### config.mk
export PLATFORM = sky130hd
export DESIGN_NAME = csr_width_bridge
export DESIGN_NICKNAME = d
export VERILOG_FILES = /design/src/rtl/csr_width_bridge_pkg.sv /design/src/rtl/csr_wb_seq.sv /design/src/rtl/csr_wb_wslice.sv /design/src/rtl/csr_wb_rasm.sv /design/src/rtl/csr_width_bridge.sv
export SDC_FILE = /design/constraint.sdc
export NUM_CORES = 1
export LEC_CHECK = 0
export BUFFER_PORTS_ARGS = -buffer_cell sky130_fd_sc_hd__buf_2
export CORE_ASPECT_RATIO = 1.5
export CORE_MARGIN = 1.5
export CORE_UTILIZATION = 34
export DETAILED_ROUTE_END_ITERATION = 10
export PLACE_DENSITY = 0.64
export SYNTH_ARGS = -nofsm -noshare
export SYNTH_HDL_FRONTEND = slang
export SYNTH_SLANG_ARGS = --single-unit
### constraint.sdc
create_clock -name clk -period 2.51 [get_ports clk]
set_input_delay 0.251 -clock clk [delete_from_list [all_inputs] [get_ports clk]]
set_output_delay 0.251 -clock clk [all_outputs]
set_load 0.05 [all_outputs]
### src/rtl/csr_width_bridge_pkg.sv
// Package: types shared by the wide-to-narrow register bridge.
// Assumes nothing beyond IEEE 1800-2017 enums.
package csr_width_bridge_pkg;
    typedef enum logic [1:0] {
        SEQ_IDLE = 2'd0,   // waiting for a request
        SEQ_RUN  = 2'd1,   // issuing one narrow strobe per cycle
        SEQ_FIN  = 2'd2    // acknowledge cycle, last read chunk on the bus
    } seq_state_t;
endpackage

### src/rtl/csr_wb_seq.sv
// Module: csr_wb_seq
// Sequences one wide request into RATIO strobe cycles followed by one
// acknowledge cycle. Assumes RATIO is a power of two, at least 2, and
// that rst_n is synchronous and active low.
module csr_wb_seq
    import csr_width_bridge_pkg::*;
#(
    parameter int RATIO = 4,
    localparam int CW = $clog2(RATIO)
) (
    input  logic          clk,
    input  logic          rst_n,
    input  logic          cpu_req,
    output logic          accept,
    output logic          run,
    output logic          fin,
    output logic [CW-1:0] chunk
);
    localparam logic [CW-1:0] LAST_CHUNK = CW'(RATIO - 1);

    seq_state_t state_q;

    // Purpose: state and chunk counter advance.
    always_ff @(posedge clk) begin
        if (!rst_n) begin
            state_q <= SEQ_IDLE;
            chunk   <= '0;
        end else begin
            case (state_q)
                SEQ_IDLE: begin
                    chunk <= '0;
                    if (cpu_req) state_q <= SEQ_RUN;
                end
                SEQ_RUN: begin
                    if (chunk == LAST_CHUNK) begin
                        state_q <= SEQ_FIN;
                        chunk   <= '0;
                    end else begin
                        chunk <= chunk + 1'b1;
                    end
                end
                default: state_q <= SEQ_IDLE;
            endcase
        end
    end

    // Purpose: decode the phase flags from the state.
    always_comb begin
        accept = (state_q == SEQ_IDLE) && cpu_req;
        run    = (state_q == SEQ_RUN);
        fin    = (state_q == SEQ_FIN);
    end
endmodule

### src/rtl/csr_wb_wslice.sv
// Module: csr_wb_wslice
// Selects the narrow write chunk addressed by the chunk counter from
// the captured wide write word. Assumes RATIO is a power of two, so
// every counter value names a chunk.
module csr_wb_wslice #(
    parameter int N     = 8,
    parameter int RATIO = 4,
    localparam int CW = $clog2(RATIO)
) (
    input  logic [N*RATIO-1:0] wide,
    input  logic [CW-1:0]      chunk,
    output logic [N-1:0]       narrow
);
    logic [N-1:0] pieces [RATIO];

    for (genvar i = 0; i < RATIO; i++) begin : g_piece
        assign pieces[i] = wide[i*N +: N];
    end

    // Purpose: pick the current chunk.
    always_comb narrow = pieces[chunk];
endmodule

### src/rtl/csr_wb_rasm.sv
// Module: csr_wb_rasm
// Collects narrow read results into a wide word. The result of a strobe
// is sampled in the following cycle. The lower RATIO-1 chunks are held in
// registers, and the top chunk is taken live from the bus during the
// presentation cycle. Assumes the bus returns data exactly one cycle
// after each strobe.
module csr_wb_rasm #(
    parameter int N     = 8,
    parameter int RATIO = 4,
    localparam int CW = $clog2(RATIO)
) (
    input  logic               clk,
    input  logic               rst_n,
    input  logic               r_stb,
    input  logic [CW-1:0]      chunk,
    input  logic [N-1:0]       r_data,
    input  logic               present,
    output logic [N*RATIO-1:0] word
);
    logic                   pend_q;
    logic [CW-1:0]          pidx_q;
    logic [N*(RATIO-1)-1:0] low;

    // Purpose: remember which chunk's data arrives next cycle.
    always_ff @(posedge clk) begin
        if (!rst_n) begin
            pend_q <= 1'b0;
            pidx_q <= '0;
        end else begin
            pend_q <= r_stb;
            pidx_q <= chunk;
        end
    end

    for (genvar i = 0; i < RATIO - 1; i++) begin : g_hold
        logic [N-1:0] hold_q;
        // Purpose: capture chunk i one cycle after its strobe.
        always_ff @(posedge clk) begin
            if (!rst_n)                           hold_q <= '0;
            else if (pend_q && pidx_q == CW'(i))  hold_q <= r_data;
        end
        assign low[i*N +: N] = hold_q;
    end

    // Purpose: present the joined word only in the acknowledge cycle.
    always_comb word = present ? {r_data, low} : '0;
endmodule

### src/rtl/csr_width_bridge.sv
// Module: csr_width_bridge (top)
// Wide processor port to narrow register bus bridge. A request taken in
// idle becomes RATIO strobes at {word, chunk}, lowest chunk first, and
// then a one-cycle acknowledge. Assumes CPU_DW = RATIO*CSR_DW, with
// RATIO a power of two and at least 2, and a bus that answers reads one
// cycle late and reads zero when idle.
module csr_width_bridge
    import csr_width_bridge_pkg::*;
#(
    parameter int CPU_DW = 32,
    parameter int CSR_DW = 8,
    parameter int CPU_AW = 8,
    localparam int RATIO  = CPU_DW / CSR_DW,
    localparam int CW     = $clog2(RATIO),
    localparam int CSR_AW = CPU_AW + CW
) (
    input  logic              clk,
    input  logic              rst_n,
    input  logic              cpu_req,
    input  logic              cpu_we,
    input  logic [CPU_AW-1:0] cpu_addr,
    input  logic [CPU_DW-1:0] cpu_wdata,
    output logic              cpu_ack,
    output logic [CPU_DW-1:0] cpu_rdata,
    output logic [CSR_AW-1:0] csr_addr,
    output logic              csr_r_stb,
    input  logic [CSR_DW-1:0] csr_r_data,
    output logic              csr_w_stb,
    output logic [CSR_DW-1:0] csr_w_data
);
    logic              accept, run, fin;
    logic [CW-1:0]     chunk;
    logic              we_q;
    logic [CPU_AW-1:0] word_q;
    logic [CPU_DW-1:0] wdata_q;

    csr_wb_seq #(.RATIO(RATIO)) u_seq (
        .clk     (clk),
        .rst_n   (rst_n),
        .cpu_req (cpu_req),
        .accept  (accept),
        .run     (run),
        .fin     (fin),
        .chunk   (chunk)
    );

    // Purpose: freeze the request fields when it is accepted.
    always_ff @(posedge clk) begin
        if (!rst_n) begin
            we_q    <= 1'b0;
            word_q  <= '0;
            wdata_q <= '0;
        end else if (accept) begin
            we_q    <= cpu_we;
            word_q  <= cpu_addr;
            wdata_q <= cpu_wdata;
        end
    end

    // Purpose: drive the narrow bus controls and the acknowledge.
    always_comb begin
        csr_addr  = {word_q, chunk};
        csr_r_stb = run && !we_q;
        csr_w_stb = run && we_q;
        cpu_ack   = fin;
    end

    csr_wb_wslice #(.N(CSR_DW), .RATIO(RATIO)) u_wslice (
        .wide   (wdata_q),
        .chunk  (chunk),
        .narrow (csr_w_data)
    );

    csr_wb_rasm #(.N(CSR_DW), .RATIO(RATIO)) u_rasm (
        .clk     (clk),
        .rst_n   (rst_n),
        .r_stb   (csr_r_stb),
        .chunk   (chunk),
        .r_data  (csr_r_data),
        .present (fin && !we_q),
        .word    (cpu_rdata)
    );
endmodule

==> results.yml <==
routing:
  ant_nets: 0
  drt_pass1_iterations: 4
  dr.first_iter.drc_count: 106
  remaining_drc_errors: 0
  detail_route.wirelength_um: 7375
  vias_per_cell: 4.645
  routed-via-count: 2564
  route.detailed.wl_per_inst_um: 13.36
synth:
  instance_count_of_the_mapped_netlist: 342
  mappedNetlistArea_um2: 3229
  avgSynthCellArea_um2: 9.443
  synth_nets: 395
  synth_seq_cells: 72
  proportion_of_synthesized_chip_area_in_sequential_cells: 0.4463
  yosysUniqueCellTypes: 24
  ys.warnings.count: 0
power:
  relative_contribution_of_the_clock_network_to_total_power: 0.471
  seqPwrFrac: 0.418
  power_switching_share: 0.2401
  peakVddDrop_uv: 535.2
  internal_power_of_the_cells_mw: 2.254
  power_density_relative_to_cell_area_nw_per_um2: 719.3
  p_leak_nw: 2.011
  power_mw: 2.966
  share_comb_of_total_power: 0.110
  power.net_switching_uw: 712.1
sta:
  setup_total_negative_slack_ps: 0
  finalMaxSlewViolations: 0
  finalCriticalPeriod_ps: 2193
  fin_hold_ws_ps: 164.5
  max_slew_margin_vs_limit: 0.5186
  maxClockFrequency_mhz: 456.1
  timing_worst_slew_pin_value_ps: 721.2
  final-setup-viol-count: 0
  rsz0062_at_grt: "false"
  clock_skew_ps: 5.257
  final-hold-violation-count: 0
  final_min_period_over_clock_period: 0.8736
clocking:
  clock_insertion_delay_worst_skew_ps: 320
  cts-root-to-sink-buffers: 2
  clk_root_buffer_cell: "sky130_fd_sc_hd__clkbuf_16"
  clock_tree.htree_level_count: 3
  tritoncts.num_buffers: 9
  cts_tree: "done"
  cts_num_sinks: 72
  quantity_of_gates_resized_following_cts: 0
  clkSlewWorstSetupHoldPaths_ps: 60
  post_cts_buffers: 0
  number_of_buffers_added_to_fix_hold_violations_after_cts: 0
die:
  floorplan.die_area_um2: 10100
  initial_core_utilization: 0.3490
  core.rowCount: 43
  io_pins: 105
  die-height_um: 122.4
  floorplan.die.width_um: 82.58
  coreArea_um2: 9254
setup_path:
  critPathRequiredTime_ps: 2260
  critical-path-max-stage-delay_ps: 790
  worstSetupEndpointType: "primary output"
  rr_worst_depth: 3
  critical_path.max_fanout: 13
  setup.worst_path.start: "u_seq.chunk[0]"
  critical_path.reg2reg.endpoint: "u_seq.chunk[0]"
  path_cells: "mux4_2 -> buf_2"
  cp-start-kind: "flip-flop"
  endpoint_of_the_most_critical_setup_path: "csr_w_data[7]"
  r2r_setup_slk_ps: 930
  path_class: "reg -> out"
  timing.critical_path.arrival_ps: 1940
  worst_r2r_startpoint: "u_seq.chunk[0]"
  critical-path-slowest-cell: "sky130_fd_sc_hd__dfxtp_1"
layout:
  nNetsFinal: 488
  antenna-diode-count: 0
  final.fill_count: 924
  layout.cells.most_common: "sky130_fd_sc_hd__nand2_1"
  fin_area_um2: 4123
  area_used_by_multi_input_combinational_logic_um2: 1640
  layout-drive-gt1-share: 0.3068
  regArea_um2: 1441
  flow.area_growth_from_synthesis_pct: 27.66
  mostFrequentLayoutCells: "116 x sky130_fd_sc_hd__nand2_1, 103 x sky130_fd_sc_hd__buf_2, 72 x sky130_fd_sc_hd__dfxtp_1, 65 x sky130_fd_sc_hd__mux2i_1, 34 x sky130_fd_sc_hd__and2_1"
  finalNonFillerCells: 552
placement:
  dpl-instance-area_um2: 3790
  portBuffers: 104
  final_weighted_congestion_in_routability_driven_placement: 0.7037
  hpwlAfterDp_um: 5272
  placedCellCount: 536
global_route:
  grt-ovfl-total: 0
  grt_antenna_before_repair: 0
  grt_pass1_vias: 2417
  maximum_number_of_pins_on_one_net_before_global_route_repair: 69
  global_route_wire_length_before_repair_um: 11280
  grt.total_usage: 0.1516
min_path:
  launch_point_of_the_worst_hold_path: "cpu_wdata[29]"
  kind_of_path_behind_the_tightest_hold_check: "in -> reg"
outcome:
  outcome: "finished clean"
job:
  maxCapViolCount: 0
## synth_stat cells, drive strengths merged
cell type	instances	area share
a21boi	2	0.0047
a21oi	1	0.0015
and2	34	0.066
and3b	2	0.0054
and4b	1	0.0031
buf	23	0.041
clkbuf	5	0.0066
dfxtp	72	0.45
ha	1	0.0039
mux2i	65	0.20
mux4	8	0.056
nand2	116	0.13
nand2b	3	0.0058
nand3b	2	0.0046
nor2b	1	0.0019
nor3b	3	0.0085
nor4bb	1	0.0031
or3b	1	0.0027
or4b	1	0.0031
## critical path, delay by kind of cell (launching register included)
kind | cells | cell delay [ps]
buf+inv | 1 | 230
mux | 1 | 600
flops | 1 | 790
## worst min path at each step
stage                       end  slack (ps)  cells past startpoint
global placement     wdata_q[1]         440                      2
global route        wdata_q[30]         170                      3
detailed placement    word_q[4]         450                      2
finish              wdata_q[29]         160                      3
CTS                 wdata_q[29]         160                      3
floorplan            wdata_q[0]         390                      2
## power by group through the flow
stage | Combinational [mW] | Clock [mW] | Sequential [mW]
6_report | 0.327 | 1.40 | 1.24
5_1_grt | 0.355 | 1.49 | 1.25
4_1_cts | 0.332 | 1.44 | 1.24
3_5_place_dp | 0.331 | 0 | 1.27
3_3_place_gp | 0.324 | 0 | 1.26
2_1_floorplan | 0.218 | 0 | 1.28
## cell families after synthesis
family                     share of synthesized area
adders and majority gates                   0.003874
muxes                                         0.2573
DFF                                           0.4463
and+or+nand+nor                               0.2391
AOI/OAI and AO/OA                           0.006199
buffers and inverters                        0.04727
## area by class of cell
cell class	instances	area share
multi-input cells	242	0.3979
clock inverters	4	0.01851
clock buffers	12	0.06222
repair buffers	110	0.1378
flip-flops and latches	72	0.3496
well taps	112	0.03399
## per-stage QoR
stage / setup WS [ps] / utilization
2_1_floorplan: 576.0 / -
3_3_place_gp: 699.3 / 0.4095
3_5_place_dp: 645.7 / 0.4095
4_1_cts: 279.0 / 0.4455
5_1_grt: 222.7 / 0.4455
6_report: 317.3 / 0.4455
## registers in the layout, summed over array words and instances (netlist names)
signal,count
u_seq.state_q,2
u_rasm.pidx_q,2
u_rasm.g_hold.hold_q,24
word_q,8
u_seq.chunk,2
u_rasm.pend_q,1
wdata_q,32
we_q,1
## layer usage
layer	GRT usage	vias to the layer above	part of all wire
met1	0.1605	1190	0.41
met3	0.04238	5	0.052
met2	0.2769	66	0.52
li1	-	1303	-
met4	0.05625	0	0.013
met5	0	-	0
(Power assumes the default switching activity.)
